===== src/rtl/i2cseq_pkg.sv =====
package i2cseq_pkg;
   typedef enum logic [2:0] {
      OP_START   = 3'd0,
      OP_RESTART = 3'd1,
      OP_STOP    = 3'd2,
      OP_WRITE   = 3'd3,
      OP_READ    = 3'd4
   } op_e;

   typedef enum logic [3:0] {
      ST_IDLE, ST_HDR, ST_SBYTE, ST_SB_RS, ST_ADDR1, ST_ADDR2,
      ST_ADDR_RS, ST_ADDR3, ST_DATA, ST_STOP, ST_HALT
   } seq_state_e;

   // cause bit positions
   localparam int CB_ADDR7    = 0;
   localparam int CB_TEN1     = 1;
   localparam int CB_TEN2     = 2;
   localparam int CB_DATA     = 3;
   localparam int CB_GC_READ  = 4;
   localparam int CB_GC_NOACK = 5;
   localparam int CB_SB_ACKED = 7;
   localparam int CB_NORS_SB  = 9;
   localparam int CB_NORS_TEN = 10;
   localparam int CB_NORS_DIR = 11;
   localparam int CB_ARB      = 12;
   localparam int CB_USER     = 16;
   localparam int CAUSE_MIN_W = 17;
endpackage


===== src/rtl/i2cseq_hdr_rules.sv =====
module i2cseq_hdr_rules #(
   parameter int BYTE_W     = 8,
   parameter int ADDR_W     = 10,
   parameter int CAUSE_W    = 17,
   parameter bit TEN_BIT_EN = 1'b1
) (
   input  logic [ADDR_W+2:0]  tgt_cfg,
   input  logic               restart_en,
   input  logic               cmd_rd,
   input  logic               cmd_force,
   input  logic               bus_held,
   input  logic               last_rd,
   output logic               need_hdr,
   output logic               gc_mode,
   output logic               sb_mode,
   output logic               ten_mode,
   output logic [CAUSE_W-1:0] violation,
   output logic [BYTE_W-1:0]  hdr_first,
   output logic [BYTE_W-1:0]  hdr_low,
   output logic [BYTE_W-1:0]  hdr_rd10
);
   import i2cseq_pkg::*;

   localparam int SEL_BIT  = ADDR_W;
   localparam int SPEC_BIT = ADDR_W + 1;
   localparam int TEN_BIT  = ADDR_W + 2;

   logic [ADDR_W-1:0] addr;
   logic              dir_change;
   logic [4:0]        ten_prefix;

   assign addr       = tgt_cfg[ADDR_W-1:0];
   assign gc_mode    = tgt_cfg[SPEC_BIT] & ~tgt_cfg[SEL_BIT];
   assign sb_mode    = tgt_cfg[SPEC_BIT] &  tgt_cfg[SEL_BIT];
   assign ten_prefix = 5'b11110;

   generate
      if (TEN_BIT_EN) begin : g_ten
         assign ten_mode = tgt_cfg[TEN_BIT] & ~gc_mode;
      end else begin : g_seven
         assign ten_mode = 1'b0;
      end
   endgenerate

   assign dir_change = bus_held & (cmd_rd != last_rd);
   assign need_hdr   = ~bus_held | dir_change | cmd_force;

   assign hdr_low  = addr[7:0];
   assign hdr_rd10 = {ten_prefix, addr[9:8], 1'b1};

   always_comb begin
      if (gc_mode)       hdr_first = '0;
      else if (ten_mode) hdr_first = {ten_prefix, addr[9:8], 1'b0};
      else               hdr_first = {addr[6:0], cmd_rd};
   end

   always_comb begin
      violation              = '0;
      violation[CB_GC_READ]  = gc_mode & cmd_rd;
      violation[CB_NORS_SB]  = need_hdr & sb_mode & ~restart_en;
      violation[CB_NORS_TEN] = need_hdr & ten_mode & cmd_rd & ~restart_en;
      violation[CB_NORS_DIR] = bus_held & (dir_change | cmd_force) & ~restart_en;
   end
endmodule


===== src/rtl/i2cseq_abort_src.sv =====
module i2cseq_abort_src #(
   parameter int CAUSE_W = 17
) (
   input  logic               clk,
   input  logic               rst_n,
   input  logic               enable,
   input  logic [CAUSE_W-1:0] set_vec,
   input  logic               clr,
   input  logic               user_req,
   input  logic               user_done,
   output logic [CAUSE_W-1:0] cause,
   output logic               active,
   output logic               user_pend
);
   always_ff @(posedge clk or negedge rst_n) begin
      if (!rst_n) begin
         cause     <= '0;
         user_pend <= 1'b0;
      end else begin
         cause <= (clr ? '0 : cause) | set_vec;
         if (user_done)               user_pend <= 1'b0;
         else if (user_req && enable) user_pend <= 1'b1;
      end
   end

   assign active = |cause;

   // recorded causes are never lost without a clear
   a_r11_cause_sticky: assert property (@(posedge clk) disable iff (!rst_n)
      !clr |=> ((cause & $past(cause)) == $past(cause)));

   // a stop request can only become pending while enabled
   a_r13_pend_needs_enable: assert property (@(posedge clk) disable iff (!rst_n)
      $rose(user_pend) |-> $past(enable));
endmodule


===== src/rtl/i2cseq_fsm.sv =====
module i2cseq_fsm #(
   parameter int BYTE_W  = 8,
   parameter int CAUSE_W = 17,
   localparam int CMD_W  = BYTE_W + 3
) (
   input  logic               clk,
   input  logic               rst_n,
   input  logic               enable,
   input  logic               cmd_avail,
   input  logic [CMD_W-1:0]   cmd_word,
   output logic               cmd_pop,
   output logic               op_valid,
   output logic [2:0]         op_code,
   output logic [BYTE_W-1:0]  op_byte,
   output logic               op_nack,
   input  logic               op_done,
   input  logic               op_ack_n,
   input  logic               op_arb_lost,
   output logic               rx_push,
   input  logic               need_hdr,
   input  logic               gc_mode,
   input  logic               sb_mode,
   input  logic               ten_mode,
   input  logic [CAUSE_W-1:0] violation,
   input  logic [BYTE_W-1:0]  hdr_first,
   input  logic [BYTE_W-1:0]  hdr_low,
   input  logic [BYTE_W-1:0]  hdr_rd10,
   input  logic               user_pend,
   input  logic               abort_active,
   output logic               bus_held,
   output logic               last_rd,
   output logic [CAUSE_W-1:0] set_vec,
   output logic               user_done
);
   import i2cseq_pkg::*;

   localparam int RD_BIT   = BYTE_W;
   localparam int STOP_BIT = BYTE_W + 1;

   seq_state_e         state, nxt;
   logic               held_nxt, lastrd_nxt, stop_abort, stop_abort_nxt;
   logic [CAUSE_W-1:0] fail_vec;
   logic               cmd_rd, cmd_stop;

   assign cmd_rd   = cmd_word[RD_BIT];
   assign cmd_stop = cmd_word[STOP_BIT];

   // operation request
   always_comb begin
      op_valid = 1'b1;
      op_code  = OP_WRITE;
      op_byte  = '0;
      op_nack  = 1'b0;
      case (state)
         ST_HDR:     op_code = bus_held ? OP_RESTART : OP_START;
         ST_SBYTE:   op_byte = 8'h01;
         ST_SB_RS,
         ST_ADDR_RS: op_code = OP_RESTART;
         ST_ADDR1:   op_byte = hdr_first;
         ST_ADDR2:   op_byte = hdr_low;
         ST_ADDR3:   op_byte = hdr_rd10;
         ST_DATA: begin
            if (cmd_rd) begin
               op_code = OP_READ;
               op_nack = cmd_stop;
            end else begin
               op_byte = cmd_word[BYTE_W-1:0];
            end
         end
         ST_STOP:    op_code = OP_STOP;
         default: begin
            op_valid = 1'b0;
            op_code  = OP_START;
         end
      endcase
   end

   // sequencing decisions
   always_comb begin
      nxt            = state;
      held_nxt       = bus_held;
      lastrd_nxt     = last_rd;
      stop_abort_nxt = stop_abort;
      set_vec        = '0;
      fail_vec       = '0;
      cmd_pop        = 1'b0;
      rx_push        = 1'b0;
      user_done      = 1'b0;
      case (state)
         ST_IDLE: begin
            if (user_pend) begin
               set_vec[CB_USER] = 1'b1;
               stop_abort_nxt   = 1'b1;
               nxt              = ST_STOP;
            end else if (enable && cmd_avail) begin
               if (|violation) begin
                  set_vec        = violation;
                  stop_abort_nxt = 1'b1;
                  nxt            = bus_held ? ST_STOP : ST_HALT;
               end else begin
                  nxt = need_hdr ? ST_HDR : ST_DATA;
               end
            end
         end
         ST_HALT: if (!abort_active) nxt = ST_IDLE;
         default: begin
            if (op_done && op_arb_lost) begin
               set_vec[CB_ARB] = 1'b1;
               held_nxt        = 1'b0;
               user_done       = (state == ST_STOP) && stop_abort;
               nxt             = ST_HALT;
            end else if (op_done) begin
               case (state)
                  ST_HDR: begin
                     held_nxt = 1'b1;
                     nxt      = sb_mode ? ST_SBYTE : ST_ADDR1;
                  end
                  ST_SBYTE: begin
                     if (!op_ack_n) fail_vec[CB_SB_ACKED] = 1'b1;
                     else           nxt = ST_SB_RS;
                  end
                  ST_SB_RS:   nxt = ST_ADDR1;
                  ST_ADDR1: begin
                     if (op_ack_n) begin
                        if (gc_mode)       fail_vec[CB_GC_NOACK] = 1'b1;
                        else if (ten_mode) fail_vec[CB_TEN1]     = 1'b1;
                        else               fail_vec[CB_ADDR7]    = 1'b1;
                     end else begin
                        nxt = ten_mode ? ST_ADDR2 : ST_DATA;
                     end
                  end
                  ST_ADDR2: begin
                     if (op_ack_n) fail_vec[CB_TEN2] = 1'b1;
                     else          nxt = cmd_rd ? ST_ADDR_RS : ST_DATA;
                  end
                  ST_ADDR_RS: nxt = ST_ADDR3;
                  ST_ADDR3: begin
                     if (op_ack_n) fail_vec[CB_TEN1] = 1'b1;
                     else          nxt = ST_DATA;
                  end
                  ST_DATA: begin
                     if (!cmd_rd && op_ack_n) begin
                        fail_vec[CB_DATA] = 1'b1;
                     end else begin
                        cmd_pop    = 1'b1;
                        rx_push    = cmd_rd;
                        lastrd_nxt = cmd_rd;
                        nxt        = cmd_stop ? ST_STOP : ST_IDLE;
                     end
                  end
                  ST_STOP: begin
                     held_nxt       = 1'b0;
                     user_done      = stop_abort;
                     stop_abort_nxt = 1'b0;
                     nxt            = stop_abort ? ST_HALT : ST_IDLE;
                  end
                  default: nxt = ST_IDLE;
               endcase
               if (|fail_vec) begin
                  set_vec        = fail_vec;
                  stop_abort_nxt = 1'b1;
                  nxt            = ST_STOP;
               end
            end
         end
      endcase
   end

   always_ff @(posedge clk or negedge rst_n) begin
      if (!rst_n) begin
         state      <= ST_IDLE;
         bus_held   <= 1'b0;
         last_rd    <= 1'b0;
         stop_abort <= 1'b0;
      end else begin
         state      <= nxt;
         bus_held   <= held_nxt;
         last_rd    <= lastrd_nxt;
         stop_abort <= stop_abort_nxt;
      end
   end

   // START is only requested on a free bus
   a_r2_start_when_free: assert property (@(posedge clk) disable iff (!rst_n)
      (op_valid && op_code == OP_START) |-> !bus_held);

   // a pop only happens when the queue holds a word
   a_r3_pop_needs_avail: assert property (@(posedge clk) disable iff (!rst_n)
      cmd_pop |-> cmd_avail);

   // received bytes are only pushed for read commands
   a_r6_push_for_read: assert property (@(posedge clk) disable iff (!rst_n)
      rx_push |-> cmd_word[RD_BIT]);
endmodule


===== src/rtl/i2c_cmd_seq.sv =====
module i2c_cmd_seq #(
   parameter int BYTE_W     = 8,
   parameter int ADDR_W     = 10,
   parameter int CAUSE_W    = 17,
   parameter bit TEN_BIT_EN = 1'b1,
   localparam int CMD_W     = BYTE_W + 3,
   localparam int CFG_W     = ADDR_W + 3
) (
   input  logic               clk,
   input  logic               rst_n,
   input  logic               enable,
   input  logic               restart_en,
   input  logic [CFG_W-1:0]   tgt_cfg,
   input  logic               cmd_avail,
   input  logic [CMD_W-1:0]   cmd_word,
   output logic               cmd_pop,
   output logic               cmd_flush,
   output logic               op_valid,
   output logic [2:0]         op_code,
   output logic [BYTE_W-1:0]  op_byte,
   output logic               op_nack,
   input  logic               op_done,
   input  logic               op_ack_n,
   input  logic               op_arb_lost,
   input  logic [BYTE_W-1:0]  op_rdata,
   output logic               rx_push,
   output logic [BYTE_W-1:0]  rx_data,
   input  logic               abort_req,
   input  logic               abort_clr,
   output logic               abort_pend,
   output logic               abort_active,
   output logic [CAUSE_W-1:0] abort_cause
);
   import i2cseq_pkg::*;

   generate
      if (BYTE_W != 8) begin : g_bad_byte
         $error("i2c_cmd_seq: BYTE_W must be 8");
      end
      if (ADDR_W != 10) begin : g_bad_addr
         $error("i2c_cmd_seq: ADDR_W must be 10");
      end
      if (CAUSE_W < CAUSE_MIN_W) begin : g_bad_cause
         $error("i2c_cmd_seq: CAUSE_W too narrow");
      end
   endgenerate

   logic               need_hdr, gc_mode, sb_mode, ten_mode;
   logic               bus_held, last_rd, user_done;
   logic [CAUSE_W-1:0] violation, set_vec;
   logic [BYTE_W-1:0]  hdr_first, hdr_low, hdr_rd10;

   i2cseq_hdr_rules #(
      .BYTE_W(BYTE_W), .ADDR_W(ADDR_W), .CAUSE_W(CAUSE_W), .TEN_BIT_EN(TEN_BIT_EN)
   ) u_rules (
      .tgt_cfg   (tgt_cfg),
      .restart_en(restart_en),
      .cmd_rd    (cmd_word[BYTE_W]),
      .cmd_force (cmd_word[BYTE_W+2]),
      .bus_held  (bus_held),
      .last_rd   (last_rd),
      .need_hdr  (need_hdr),
      .gc_mode   (gc_mode),
      .sb_mode   (sb_mode),
      .ten_mode  (ten_mode),
      .violation (violation),
      .hdr_first (hdr_first),
      .hdr_low   (hdr_low),
      .hdr_rd10  (hdr_rd10)
   );

   i2cseq_abort_src #(.CAUSE_W(CAUSE_W)) u_abort (
      .clk      (clk),
      .rst_n    (rst_n),
      .enable   (enable),
      .set_vec  (set_vec),
      .clr      (abort_clr),
      .user_req (abort_req),
      .user_done(user_done),
      .cause    (abort_cause),
      .active   (abort_active),
      .user_pend(abort_pend)
   );

   i2cseq_fsm #(.BYTE_W(BYTE_W), .CAUSE_W(CAUSE_W)) u_fsm (
      .clk         (clk),
      .rst_n       (rst_n),
      .enable      (enable),
      .cmd_avail   (cmd_avail),
      .cmd_word    (cmd_word),
      .cmd_pop     (cmd_pop),
      .op_valid    (op_valid),
      .op_code     (op_code),
      .op_byte     (op_byte),
      .op_nack     (op_nack),
      .op_done     (op_done),
      .op_ack_n    (op_ack_n),
      .op_arb_lost (op_arb_lost),
      .rx_push     (rx_push),
      .need_hdr    (need_hdr),
      .gc_mode     (gc_mode),
      .sb_mode     (sb_mode),
      .ten_mode    (ten_mode),
      .violation   (violation),
      .hdr_first   (hdr_first),
      .hdr_low     (hdr_low),
      .hdr_rd10    (hdr_rd10),
      .user_pend   (abort_pend),
      .abort_active(abort_active),
      .bus_held    (bus_held),
      .last_rd     (last_rd),
      .set_vec     (set_vec),
      .user_done   (user_done)
   );

   assign cmd_flush = abort_active;
   assign rx_data   = op_rdata;

   // a flushed queue is never popped
   a_r11_flush_no_pop: assert property (@(posedge clk) disable iff (!rst_n)
      cmd_flush |-> !cmd_pop);

   // while a cause is recorded only STOP may be requested
   a_r11_abort_only_stop: assert property (@(posedge clk) disable iff (!rst_n)
      (abort_active && op_valid) |-> (op_code == 3'd2));
endmodule


===== config.mk =====
export PLATFORM = sky130hd
export DESIGN_NAME = i2c_cmd_seq
export DESIGN_NICKNAME = d
export VERILOG_FILES = /design/src/rtl/i2cseq_pkg.sv /design/src/rtl/i2cseq_hdr_rules.sv /design/src/rtl/i2cseq_abort_src.sv /design/src/rtl/i2cseq_fsm.sv /design/src/rtl/i2c_cmd_seq.sv
export SDC_FILE = /design/constraint.sdc
export NUM_CORES = 1
export LEC_CHECK = 0
export CAP_MARGIN = 20
export CORE_MARGIN = 1
export CORE_UTILIZATION = 35
export DETAILED_ROUTE_END_ITERATION = 6
export PLACE_DENSITY = 0.76
export SKIP_LAST_GASP = 1
export SLEW_MARGIN = 10
export SYNTH_ARGS = -nofsm -noshare
export SYNTH_HDL_FRONTEND = slang
export SYNTH_SLANG_ARGS = --single-unit
export TNS_END_PERCENT = 10

===== constraint.sdc =====
create_clock -name clk -period 3.57 [get_ports clk]
set_input_delay 0.714 -clock clk [delete_from_list [all_inputs] [get_ports clk]]
set_output_delay 0.714 -clock clk [all_outputs]
set_load 0.02 [all_outputs]

==> results.txt, run 1 <==
* Number of enable-type register cells in the synthesized netlist: 0
- Wirelength per Cell: between 15 and 20 um
- The top cell type by area accounts for between 20 and 30% of the synthesized area.
- Worst hold margin: about 520 ps
- The root buffer cell chosen for the clock tree is sky130_fd_sc_hd__clkbuf_8.
- Layout cell share with drive strength beyond 1: under 10%
- Number of antenna-violating nets in the routed design: 0
- On the critical path, the stage with the largest delay is an instance of sky130_fd_sc_hd__clkdlybuf4s50_1.
- TritonCTS created 3 clock buffers.
* Max-cap violations: 0
- CP peak stage delay: 540 ps
* Critical path arrival: around 2700 ps
* CP cell instances: clkdlybuf4s50_1, nand2b_1, and3_1, and2_1, a222oi_1, nand2_1, clkdlybuf4s50_1
* PwrDens: between 700 and 800 mW/mm2
* Gate Count Post-Synth: about 220
- Post-synthesis sequential area ratio: between 20 and 30%
* Distinct cells, synth: 55
* RSZ-0062 raised after global routing: no
* Hold path start: u_abort.cause[1]$_DFF_PN0_
- Data on the critical path is required at its endpoint by about 2900 ps.
* Synthesized area per cell: a little under 8 um2
- Share of synthesized flip-flops with an asynchronous set or reset: 100.0%
- The worst path needs ~3400 ps of the cycle, external delays included.
* Final setup violating endpoints: 0
- In this run, the combinational gates consume between 60 and 70% of the power.
- Most numerous cell in the Yosys netlist: sky130_fd_sc_hd__nand2_1
- Critical Path End Type: output port
* Worst Path Class, Setup: in2out
- STA classifies the critical path startpoint as an input pin.
- In the final timing run, aggregate negative setup slack is 0 ps.
- GRT overflow: 0
* Final max-slew violation count: 0
* CP Launch Point: tgt_cfg[11]
- After detailed routing, the total wire length is around 5.6 mm.
- Hold repair after CTS inserted 0 buffers.
- I/O pin total: 85
- During synthesis, Yosys emitted a total of 0 warnings.
- Once layout is done, the placed cells without fillers occupy 0.002452 mm2.
- The completed layout was analyzed and its total power is between 1.5 and 2 mW.
* Placeable Area: around 0.0048 mm2
- Hold Path Depth: 1
- Fin Clk Skew: around 2.3 ps
- Final RePlAce weighted congestion: between 0.9 and 1
* Clock Latency Late Sink: between 200 and 300 ps
- Input and output buffers added on the ports amount to 63.
- The die is approximately 72 um wide.
- The repair_antennas step left the layout with diodes totalling 0.
- The routed layout has 1,977 vias.
- Synthesis inferred 20 register bits.
- For this design the total switching power over the nets is about 830 uW.
- The initial utilization of the core area, before any placement, comes to 36.47%.
- Top post-synthesis cells by area: sky130_fd_sc_hd__dfrtp_1, sky130_fd_sc_hd__nand2_1, sky130_fd_sc_hd__buf_4
* Number of DRC violations after detailed routing: 0
* Placement row count: 25
* Num Clock Sinks: 20
* Run status: completed
- Layout Nets: about 320
- In the global route stage, overall resource usage came out at between 20 and 25%.
* Worst relative slew slack: between 40% and 50%
- Final hold violation count: 0
- Post-synthesis instance area: around 0.0017 mm2
- The number of cells on the worst reg-to-reg path is 5.
* Path class of the lowest-slack min-delay path: reg2reg
- Die area: roughly 0.0052 mm2
- Period utilisation layout: approximately 95%
- H-Tree Depth: 1
* Area growth from synthesis to layout: 41.41%
* Postcts setup bufs: 0
* Worst R2R End: u_fsm.state[3]$_DFFE_PN0P_
* Switch share: a little under half
- Internal power comes to 918.6 uW.
- HPWL reported at the end of detailed placement: around 4.3 mm
* Measured slew at the worst slew-check pin: about 900 ps
* Total of cells resized after clock tree synthesis: 0
- The die is 72.39 um tall.
- CTS tree: done
* Maximum frequency from static timing analysis: about 300 MHz
* Average via count per standard cell: between 5 and 6
- Combined area of the multi-input logic cells: ~0.0010 mm2
- Filler instances: 453
- Entering global routing, the biggest net connects 21 pins.
* Cell taking the most area after synthesis: sky130_fd_sc_hd__dfrtp_1
- Post-synth top cells: sky130_fd_sc_hd__nand2_1, sky130_fd_sc_hd__dfrtp_1, sky130_fd_sc_hd__inv_1
- Most common flop cell mapped by yosys: sky130_fd_sc_hd__dfrtp_1
* Most common cell type on the critical path: sky130_fd_sc_hd__clkdlybuf4s50_1
- The worst-case IR drop observed on VDD is 535.6 uV.
- No sink is reached through more buffers than the 2 on the longest clock path.
- Wire length of the first global-routing pass: roughly 9.2 mm
* Total placed instance area: roughly 0.0024 mm2
- The sequential cells in the finished layout cover a total of roughly 500 um2.
- The initial antenna violation count is 0.
- The analysis attributes to cell leakage a power of around 0.97 nW.
- The detailed router finished its first iteration with a little under 200 violations.
* R2R setup slack: 1630 ps
- Number of global-route vias before repair: ~1,900
- Router iterations before antenna repair: 5
* Worst-path maximum fanout: 5
* Relative contribution of the clock network to total power: 13.4%
* Destination of the worst hold path: u_abort.cause[1]$_DFF_PN0_
- After clock tree synthesis, the clock-pin slew on the worst setup and hold paths is 80 ps.
* RR Startpoint: u_abort.cause[0]$_DFF_PN0_
- Of the total power, registers draw between 20% and 30%.
-- power groups by stage --
stage,combinational [mW],clock (mW),sequential [mW]
after CTS,1.10,0.233,0.392
after detailed placement,1.09,0,0.395
final,1.12,0.233,0.396
after floorplan,0.750,0,0.360
after global routing,1.21,0.245,0.405
after global placement,1.09,0,0.398
-- critical path, delay by kind of cell --
family / cells / cell delay [ps]
buffers and inverters: 2 / 1040
and+or+nand+nor: 4 / 630
AOI/OAI and AO/OA: 1 / 280
-- metrics by stage --
step	setup slack, ps	util (%)	instances
3_5_place_dp	199.9	50.08	341
3_3_place_gp	248.2	50.08	341
4_1_cts	196.2	51.58	345
5_1_grt	81.92	51.58	345
6_report	190.7	51.58	345
2_1_floorplan	890.3	-	225
-- sequential cells by signal, summed over array words and instances, names as in the netlist --
name,cells
u_abort.cause,12
u_fsm.state,4
u_abort.user_pend,1
u_fsm.bus_held,1
u_fsm.last_rd,1
u_fsm.stop_abort,1
-- worst max-delay path by stage --
stage            endpoint  slack, ps
2_1_floorplan  op_byte[0]        890
3_3_place_gp   op_byte[1]        250
6_report       op_byte[1]        190
3_5_place_dp   op_byte[1]        200
5_1_grt        op_byte[1]         80
4_1_cts        op_byte[1]        200
-- cells in the final DEF (no fill, tap or decap), drive strengths merged, types with 3 or more instances in the layout --
cell type	count
a21oi	12
a222oi	3
a311oi	3
a31oi	6
a32o	3
a32oi	3
buf	12
clkbuf	3
clkdlybuf4s50	63
conb	5
dfrtp	20
inv	15
nand2	32
nand2b	7
nand3	8
nor2	12
nor2b	3
nor3	4
nor4	4
nor4b	3
o211ai	6
o21ai	16
o2bb2ai	3
o32ai	4
-- cell type report --
type	count	share of cell area [%]
Clock buffer	3	1.684
Clock inverter	1	1.224
Inverter	15	2.296
Multi-Input combinational cell	164	41.58
Sequential cell	20	20.41
Tap cell	67	3.418
Timing Repair Buffer	75	29.39
-- logic make-up after synthesis --
| family | Yosys count | synth area share [%] |
|---|---|---|
| other | 1 | 0.2162 |
| AND/OR/NAND/NOR | 80 | 24.10 |
| XOR/XNOR | 2 | 1.010 |
| buffers and inverters | 41 | 13.20 |
| flip-flops | 20 | 28.86 |
| AO/OA/AOI/OAI | 77 | 32.61 |
-- metal layers --
layer | vias to the layer above | GRT usage, % | part of all wire [%]
met2 | 100 | 35.10 | 46
met5 | - | 0 | 0
li1 | 917 | - | -
met4 | 0 | 8.715 | 1.7
met1 | 949 | 31.29 | 45
met3 | 11 | 2.917 | 7.6
No activity file was read; power rests on OpenSTA's default activity.
==> run 2: changes to the inputs <==
--- a/config.mk
+++ b/config.mk
@@ -9,7 +9,7 @@
 export CORE_MARGIN = 1
 export CORE_UTILIZATION = 35
 export DETAILED_ROUTE_END_ITERATION = 6
-export PLACE_DENSITY = 0.76
+export PLACE_DENSITY = 0.71
 export SKIP_LAST_GASP = 1
 export SLEW_MARGIN = 10
 export SYNTH_ARGS = -nofsm -noshare
==> results.txt, run 2 (synthesis results as in run 1) <==
- Run status: completed (unchanged)
- The critical path startpoint category is an input pin (unchanged).
- The cell seen most often among critical-path stages is sky130_fd_sc_hd__clkdlybuf4s50_1 (unchanged).
- The worst flop-to-flop path endpoint is u_fsm.state[3]$_DFFE_PN0P_ (unchanged).
- Path class of the lowest-slack min-delay path: reg2reg (unchanged)
- Kind of cell with the highest combined delay on the critical path: buffers and inverters (unchanged)
- The number of clock buffers inserted by TritonCTS came to 3 (unchanged).
* Destination of the worst hold path: u_abort.cause[0]$_DFF_PN0_ (was u_abort.cause[1]$_DFF_PN0_)
- Flip-flop count of the largest register, all copies and words added: 12 (unchanged)
* Max-cap violations: 0 (unchanged)
- Critical path arrival: 2680 ps (was 2670 ps)
* Number of antenna-violating nets in the routed design: 0 (unchanged)
* CTS tree: done (unchanged)
* R2R setup slack: 1570 ps (was 1630 ps)
- Final setup violating endpoints: 0 (unchanged)
- Register name with the most flops: u_abort.cause (unchanged)
- The share of the clock period used by the worst path is 95.16% (was 94.66%).
- Most used cells in the layout excluding fill and tap cells: sky130_fd_sc_hd__clkdlybuf4s50_1, sky130_fd_sc_hd__nand2_1, sky130_fd_sc_hd__dfrtp_1 (unchanged)
- Critical Path End Type: output port (unchanged)
- Setup slack after placement: 177.2 ps (was 199.9 ps)
- Worst Path Class, Setup: in2out (unchanged)
* Average via count per standard cell: 5.535 (was 5.730)
- The overall via count from detail_route was 1,893 (was 1,977).
* Worst relative slew slack: 39.08% (was 40.03%)
- WL final: 5.448 mm (was 5.614 mm)
* Maximum frequency from static timing analysis: 294.4 MHz (was 295.9 MHz)
* Required time of the critical path: 2860 ps (about the same)
- RR Startpoint: u_fsm.state[2]$_DFFE_PN0P_ (was u_abort.cause[0]$_DFF_PN0_)
- The total power density per cell area was 681.3 mW/mm2 (was 711.7 mW/mm2).
* Layout cell share with drive strength beyond 1: 8.000% (was 8.993%)
* Largest net degree at the start of global routing: 21 (unchanged)
- The signed area change from the synthesized netlist to the final layout was 38.82% (was 41.41%).
- Length in cells of the worst reg-to-reg path: 6 (was 5)
- The setup fix buffers added after clock tree synthesis is 0 (unchanged).
- Placement row count: 25 (unchanged)
- HPWL reported at the end of detailed placement: 4.229 mm (was 4.282 mm)
- The max-slew violation count came to 0 (unchanged).
- Root Driver: sky130_fd_sc_hd__clkbuf_8 (unchanged)
- The number of buffers and inverters on the critical path was 2 (unchanged).
- The cts-stage hold buffer count was 0 (unchanged).
* GRT overflow: 0 (unchanged)
* Total of cells resized after clock tree synthesis: 0 (unchanged)
* Post-route worst setup slack: 172.9 ps (was 190.7 ps)
- Cell with the largest stage delay on the worst path: sky130_fd_sc_hd__clkdlybuf4s50_1 (unchanged)
* Most common library cell in the layout ignoring fill and taps: sky130_fd_sc_hd__clkdlybuf4s50_1 (unchanged)
- Measured slew at the worst slew-check pin: 911.0 ps (was 896.8 ps)
- The via count of the first global-routing pass is 1,740 (was 1,870).
- Layout Nets: 319 (was 321)
* Y dimension of the die: 72.39 um (unchanged)
- Time the final worst path needs with I/O delays and setup: 3397 ps (was 3379 ps)
- The tightest hold margin was 529.3 ps (was 524.9 ps).
* Number of antenna violations at the first check in global routing: 0 (unchanged)
- Number of DRC violations after detailed routing: 0 (unchanged)
* H-Tree Depth: 1 (unchanged)
* Wirelength per Cell: 15.93 um (was 16.27 um)
* RSZ-0062 raised after global routing: no (unchanged)
- The number of clock sinks was 20 (unchanged).
- CP peak stage delay: 540 ps (about the same)
* Die span in x: 72.39 um (unchanged)
* Final hold violation count: 0 (unchanged)
* Fin Clk Skew: 3.883 ps (was 2.338 ps)
- The later-pin clock latency in the skew report is 260 ps (was 270 ps).
* Antenna diodes: 0 (unchanged)
- Die area: 0.005240 mm2 (unchanged)
- The number of cells on the worst hold path is 1 (unchanged).
- CP Launch Point: tgt_cfg[11] (unchanged)
- Clock-pin slew of the registers on the worst-case setup and hold paths: 70 ps (was 80 ps)
- VDD IR max: 409.1 uV (was 535.6 uV)
- The detailed-router iteration count before antenna repair was 4 (was 5).
* Setup tns final: 0 ps (unchanged)
- The global placement routability congestion was 0.9868 (was 0.9450).
* Total leakage power: 0.9412 nW (was 0.9652 nW)
- Filler instances: 489 (was 453)
- Regs by FF count: u_abort.cause: 12 flops, u_fsm.state: 4 flops (unchanged)
- Hold path start: u_abort.cause[0]$_DFF_PN0_ (was u_abort.cause[1]$_DFF_PN0_)
* Worst-path maximum fanout: 5 (unchanged)
- I/O pin total: 85 (unchanged)
- The maximum clock path buffer count is 2 (unchanged).
- Wire length of the first global-routing pass: 8.666 mm (was 9.183 mm)
- Port-buffer cells: 63 (unchanged)
- Placeable Area: 0.004755 mm2 (unchanged)
* Initial standard-cell utilization of the core: 36.47% (unchanged)
- Total global routing track utilization: 21.07% (was 22.41%)
- Detailed router's first-iteration violation count: 173 (was 198)
* CP cell instances: clkdlybuf4s50_1, nand2b_1, and3_1, and2_1, a222oi_1, nand2_1, clkdlybuf4s50_1 (unchanged)
run 2: changes by cell type in the layout (fill, tap and decap cells not counted), sizes merged:
| cell | previous run | this run |
|---|---|---|
| bufinv | 1 | 0 |
| buf | 12 | 10 |
run 2: cell type report:
cell class / instances / area, um2 / area share [%]
Multi-Input combinational cell: 164 / 1020 / 42.36
Timing Repair Buffer: 73 / 705.7 / 29.31
Sequential cell: 20 / 500.5 / 20.79
Tap cell: 67 / 83.83 / 3.482
Inverter: 15 / 56.30 / 2.339
Clock buffer: 3 / 41.29 / 1.715
run 2: power by group:
part	switching [mW]	leakage (nW)	internal, mW
clock	0.0708	0.0216	0.0751
combinational	0.599	0.661	0.482
sequential	0.131	0.259	0.283
total	0.800	0.941	0.840
run 2: metal layers:
metal,share of wire (%),vias up,GRT usage [%],routed length (um)
li1,-,914,-,-
met1,46,885,30.64,2528
met2,45,86,32.61,2437
met3,7.1,8,2.917,389
met4,1.7,0,5.664,92
met5,0,-,0,0
run 2: how the worst max path moves through the flow:
stage / endpoint / cells after the start / slack (ps)
CTS: op_byte[1] / 7 / 180
finish: op_byte[1] / 7 / 170
detailed placement: op_byte[1] / 7 / 180
global placement: op_byte[1] / 7 / 250
global route: op_byte[1] / 7 / 60
floorplan: op_byte[0] / 6 / 890
run 2: metrics by stage:
stage / power, mW / utilization, % / instance area, um2 / std cells
2_1_floorplan: 1.109 / - / 1749 / 225
3_3_place_gp: 1.481 / 49.76 / 2366 / 339
5_1_grt: 1.762 / 50.63 / 2407 / 342
6_report: 1.640 / 50.63 / 2407 / 342
3_5_place_dp: 1.480 / 49.76 / 2366 / 339
4_1_cts: 1.631 / 50.63 / 2407 / 342
run 2: worst register-to-register path, cell delays in order (launching register included):
cell and delay [ps]:
sky130_fd_sc_hd__dfrtp_1 710, sky130_fd_sc_hd__nand2b_1 190, sky130_fd_sc_hd__buf_4 150, sky130_fd_sc_hd__a311oi_1 60, sky130_fd_sc_hd__a311oi_2 410, sky130_fd_sc_hd__o221a_1 260, sky130_fd_sc_hd__a32oi_1 90
==> run 3: changes to the inputs <==
--- a/config.mk
+++ b/config.mk
@@ -6,7 +6,8 @@
 export NUM_CORES = 1
 export LEC_CHECK = 0
 export CAP_MARGIN = 20
-export CORE_MARGIN = 1
+export CORE_ASPECT_RATIO = 1.4
+export CORE_MARGIN = 2
 export CORE_UTILIZATION = 35
 export DETAILED_ROUTE_END_ITERATION = 6
 export PLACE_DENSITY = 0.71
==> results.txt, run 3 (synthesis results as in run 1) <==
- The routing layer with the top usage in global route is met2 (unchanged).
- The total power density per cell area is 688.6 mW/mm2 (was 681.3 mW/mm2).
- The data required time of the critical path is 2860 ps (about the same).
- Critical path arrival: 2650 ps (was 2680 ps)
- The area after detailed placement came to 0.002392 mm2 (was 0.002366 mm2).
* Kind of cell with the highest combined delay on the critical path: buffers and inverters (unchanged)
- Most used cells in the layout excluding fill and tap cells: sky130_fd_sc_hd__clkdlybuf4s50_1, sky130_fd_sc_hd__nand2_1, sky130_fd_sc_hd__dfrtp_1 (unchanged).
- RSZ-0062 raised after global routing: no (unchanged)
- Most common cell type on the critical path: sky130_fd_sc_hd__clkdlybuf4s50_1 (unchanged)
- The time the worst path needs with I/O delays and setup was 3364 ps (was 3397 ps).
- The flip-flop count of the largest register after layout is 12 (unchanged).
* Path class of the lowest-slack min-delay path: reg2reg (unchanged)
* Detailed router's first-iteration violation count: 115 (was 173)
- Clock-pin slew of the registers on the worst-case setup and hold paths: 70 ps (about the same)
- Area growth from synthesis to layout: 41.13% (was 38.82%)
- Run status: completed (unchanged).
* Most common library cell in the layout ignoring fill and taps: sky130_fd_sc_hd__clkdlybuf4s50_1 (unchanged)
* Clock Latency Late Sink: 260 ps (about the same)
- The height of the die was 87.29 um (was 72.39 um).
* Max-cap violations: 0 (unchanged)
- Num Clock Sinks: 20 (unchanged)
* Setup slack after placement: 213.6 ps (was 177.2 ps)
* Number of antenna-violating nets in the routed design: 0 (unchanged)
- Number of buffers and inverters on the critical path: 2 (unchanged)
- The net count of the finished layout was 323 (was 319).
* Met3 GRT Util: 2.329% (was 2.917%)
- Placeable Area: 0.004805 mm2 (was 0.004755 mm2)
- Worst relative slew slack: 41.02% (was 39.08%)
- Regs by FF count: u_abort.cause: 12 flops, u_fsm.state: 4 flops (unchanged).
* Vias: 1,915 (was 1,893)
* HPWL reported at the end of detailed placement: 4.401 mm (was 4.229 mm)
- The global-route usage over all layers came to 20.66% (was 21.07%).
* Kind of launch point of the worst setup path: input pin (unchanged)
* Die span in x: 63.49 um (was 72.39 um)
- Final hold violation count: 0 (unchanged)
- Worst hold margin: 525.8 ps (was 529.3 ps)
- CP cell instances: clkdlybuf4s50_1, nand2b_1, and3_1, and2_1, a222oi_1, nand2_1, clkdlybuf4s50_1 (unchanged).
- Port-buffer cells: 63 (unchanged)
- Final max-slew violation count: 0 (unchanged)
* Total of cells resized after clock tree synthesis: 0 (unchanged)
- VDD IR max: 441.3 uV (was 409.1 uV)
- Period utilisation layout: 94.22% (was 95.16%)
- Antenna diodes: 0 (unchanged)
* Number of DRC violations after detailed routing: 0 (unchanged)
* GRT overflow: 0 (unchanged)
* Worst-path maximum fanout: 5 (unchanged)
* Max Root-Sink Buffers: 2 (unchanged)
- The slew at the pin closest to its max-slew limit came to 881.9 ps (was 911.0 ps).
* Final RePlAce weighted congestion: 0.9465 (was 0.9868)
- The fraction of layout cells with a size suffix above 1 was 9.643% (was 8.000%).
* Layout Cell Area excl Fill: 0.002447 mm2 (was 0.002407 mm2)
- The initial antenna violation count is 0 (unchanged).
- Die area: 0.005542 mm2 (was 0.005240 mm2)
- The number of H-tree branching levels came to 1 (unchanged).
- The total of endpoints with negative setup slack in the final report was 0 (unchanged).
* Cell with the largest stage delay on the worst path: sky130_fd_sc_hd__clkdlybuf4s50_1 (unchanged)
- Largest net degree at the start of global routing: 24 (was 21)
- The number of vias per cell came to 5.567 (was 5.535).
- The reported leakage power is 0.9679 nW (was 0.9412 nW).
* Setup tns final: 0 ps (unchanged)
- Postcts setup bufs: 0 (unchanged)
* Number of global-route vias before repair: 1,918 (was 1,740)
- The effective utilization at floorplan is 36.09% (was 36.47%).
- The detailed-router iteration count before antenna repair was 5 (was 4).
* Final core utilization: 50.94% (was 50.63%)
- Fin Clk Skew: 1.629 ps (was 3.883 ps)
- I/O pin total: 85 (unchanged)
* Critical Path End Type: output port (unchanged)
* Met1 track demand over resource in global routing: 25.14% (was 30.64%)
- The TritonCTS clock tree is done (unchanged).
- Wire length of the first global-routing pass: 9.101 mm (was 8.666 mm)
- The timing-limited maximum frequency came to 297.3 MHz (was 294.4 MHz).
* Met2 routing resource usage after global routing: 36.36% (was 32.61%)
- Post-route worst setup slack: 206.4 ps (was 172.9 ps)
- CP peak stage delay: 540 ps (about the same)
- The average wire per standard cell is 16.08 um (was 15.93 um).
* WL final: 5.530 mm (was 5.448 mm)
- TritonCTS buffer count: 3 (unchanged)
- Register name with the most flops: u_abort.cause (unchanged)
- Root Driver: sky130_fd_sc_hd__clkbuf_8 (unchanged)
* Placement row count: 30 (was 25)
- Worst Path Class, Setup: in2out (unchanged)
- Quantity of hold-fixing buffers added after cts: 0 (unchanged)
run 3: cell types whose count changed in the layout (fill, tap and decap cells not counted), sizes merged:
cell	before	now
buf	10	14
clkbuf	3	4
run 3: stage by stage:
| step | std cells | power, mW |
|---|---|---|
| global placement | 340 | 1.501 |
| global route | 344 | 1.819 |
| CTS | 344 | 1.681 |
| floorplan | 225 | 1.109 |
| detailed placement | 340 | 1.502 |
| finish | 344 | 1.685 |
run 3: final timing paths:
| path | start | endpoint | slack, ps | cells past startpoint |
|---|---|---|---|---|
| max | tgt_cfg[11] | op_byte[1] | 210 | 7 |
| min | u_abort.cause[0]$_DFF_PN0_ | u_abort.cause[0]$_DFF_PN0_ | 530 | 1 |
| max reg2reg | u_abort.cause[0]$_DFF_PN0_ | u_fsm.state[3]$_DFFE_PN0P_ | 1570 | 5 |
| min reg2reg | u_abort.cause[0]$_DFF_PN0_ | u_abort.cause[0]$_DFF_PN0_ | 530 | 1 |
| max in group asynchronous | rst_n | u_fsm.state[0]$_DFFE_PN0P_ | 2080 | 1 |
| min in group asynchronous | rst_n | u_abort.user_pend$_DFFE_PN0P_ | 950 | 1 |
run 3: final cells by class:
cell class	count	area, um2
repair buffers	77	735.7
well taps	64	80.08
multi-input cells	164	1020
inverters	15	56.30
fillers	499	2357
clock buffers	4	55.05
flip-flops and latches	20	500.5
run 3: layer usage:
metal	part of all wire, %	vias to the layer above	routed length, um
met5	0	-	0
met4	2.0	0	113
met3	6.1	11	335
met2	50	74	2791
met1	41	903	2289
li1	-	927	-
run 3: power breakdown:
part / internal [mW] / leakage, nW / switching [mW]
logic: 0.494 / 0.680 / 0.645
clock network: 0.0983 / 0.0288 / 0.0778
registers: 0.284 / 0.259 / 0.0865
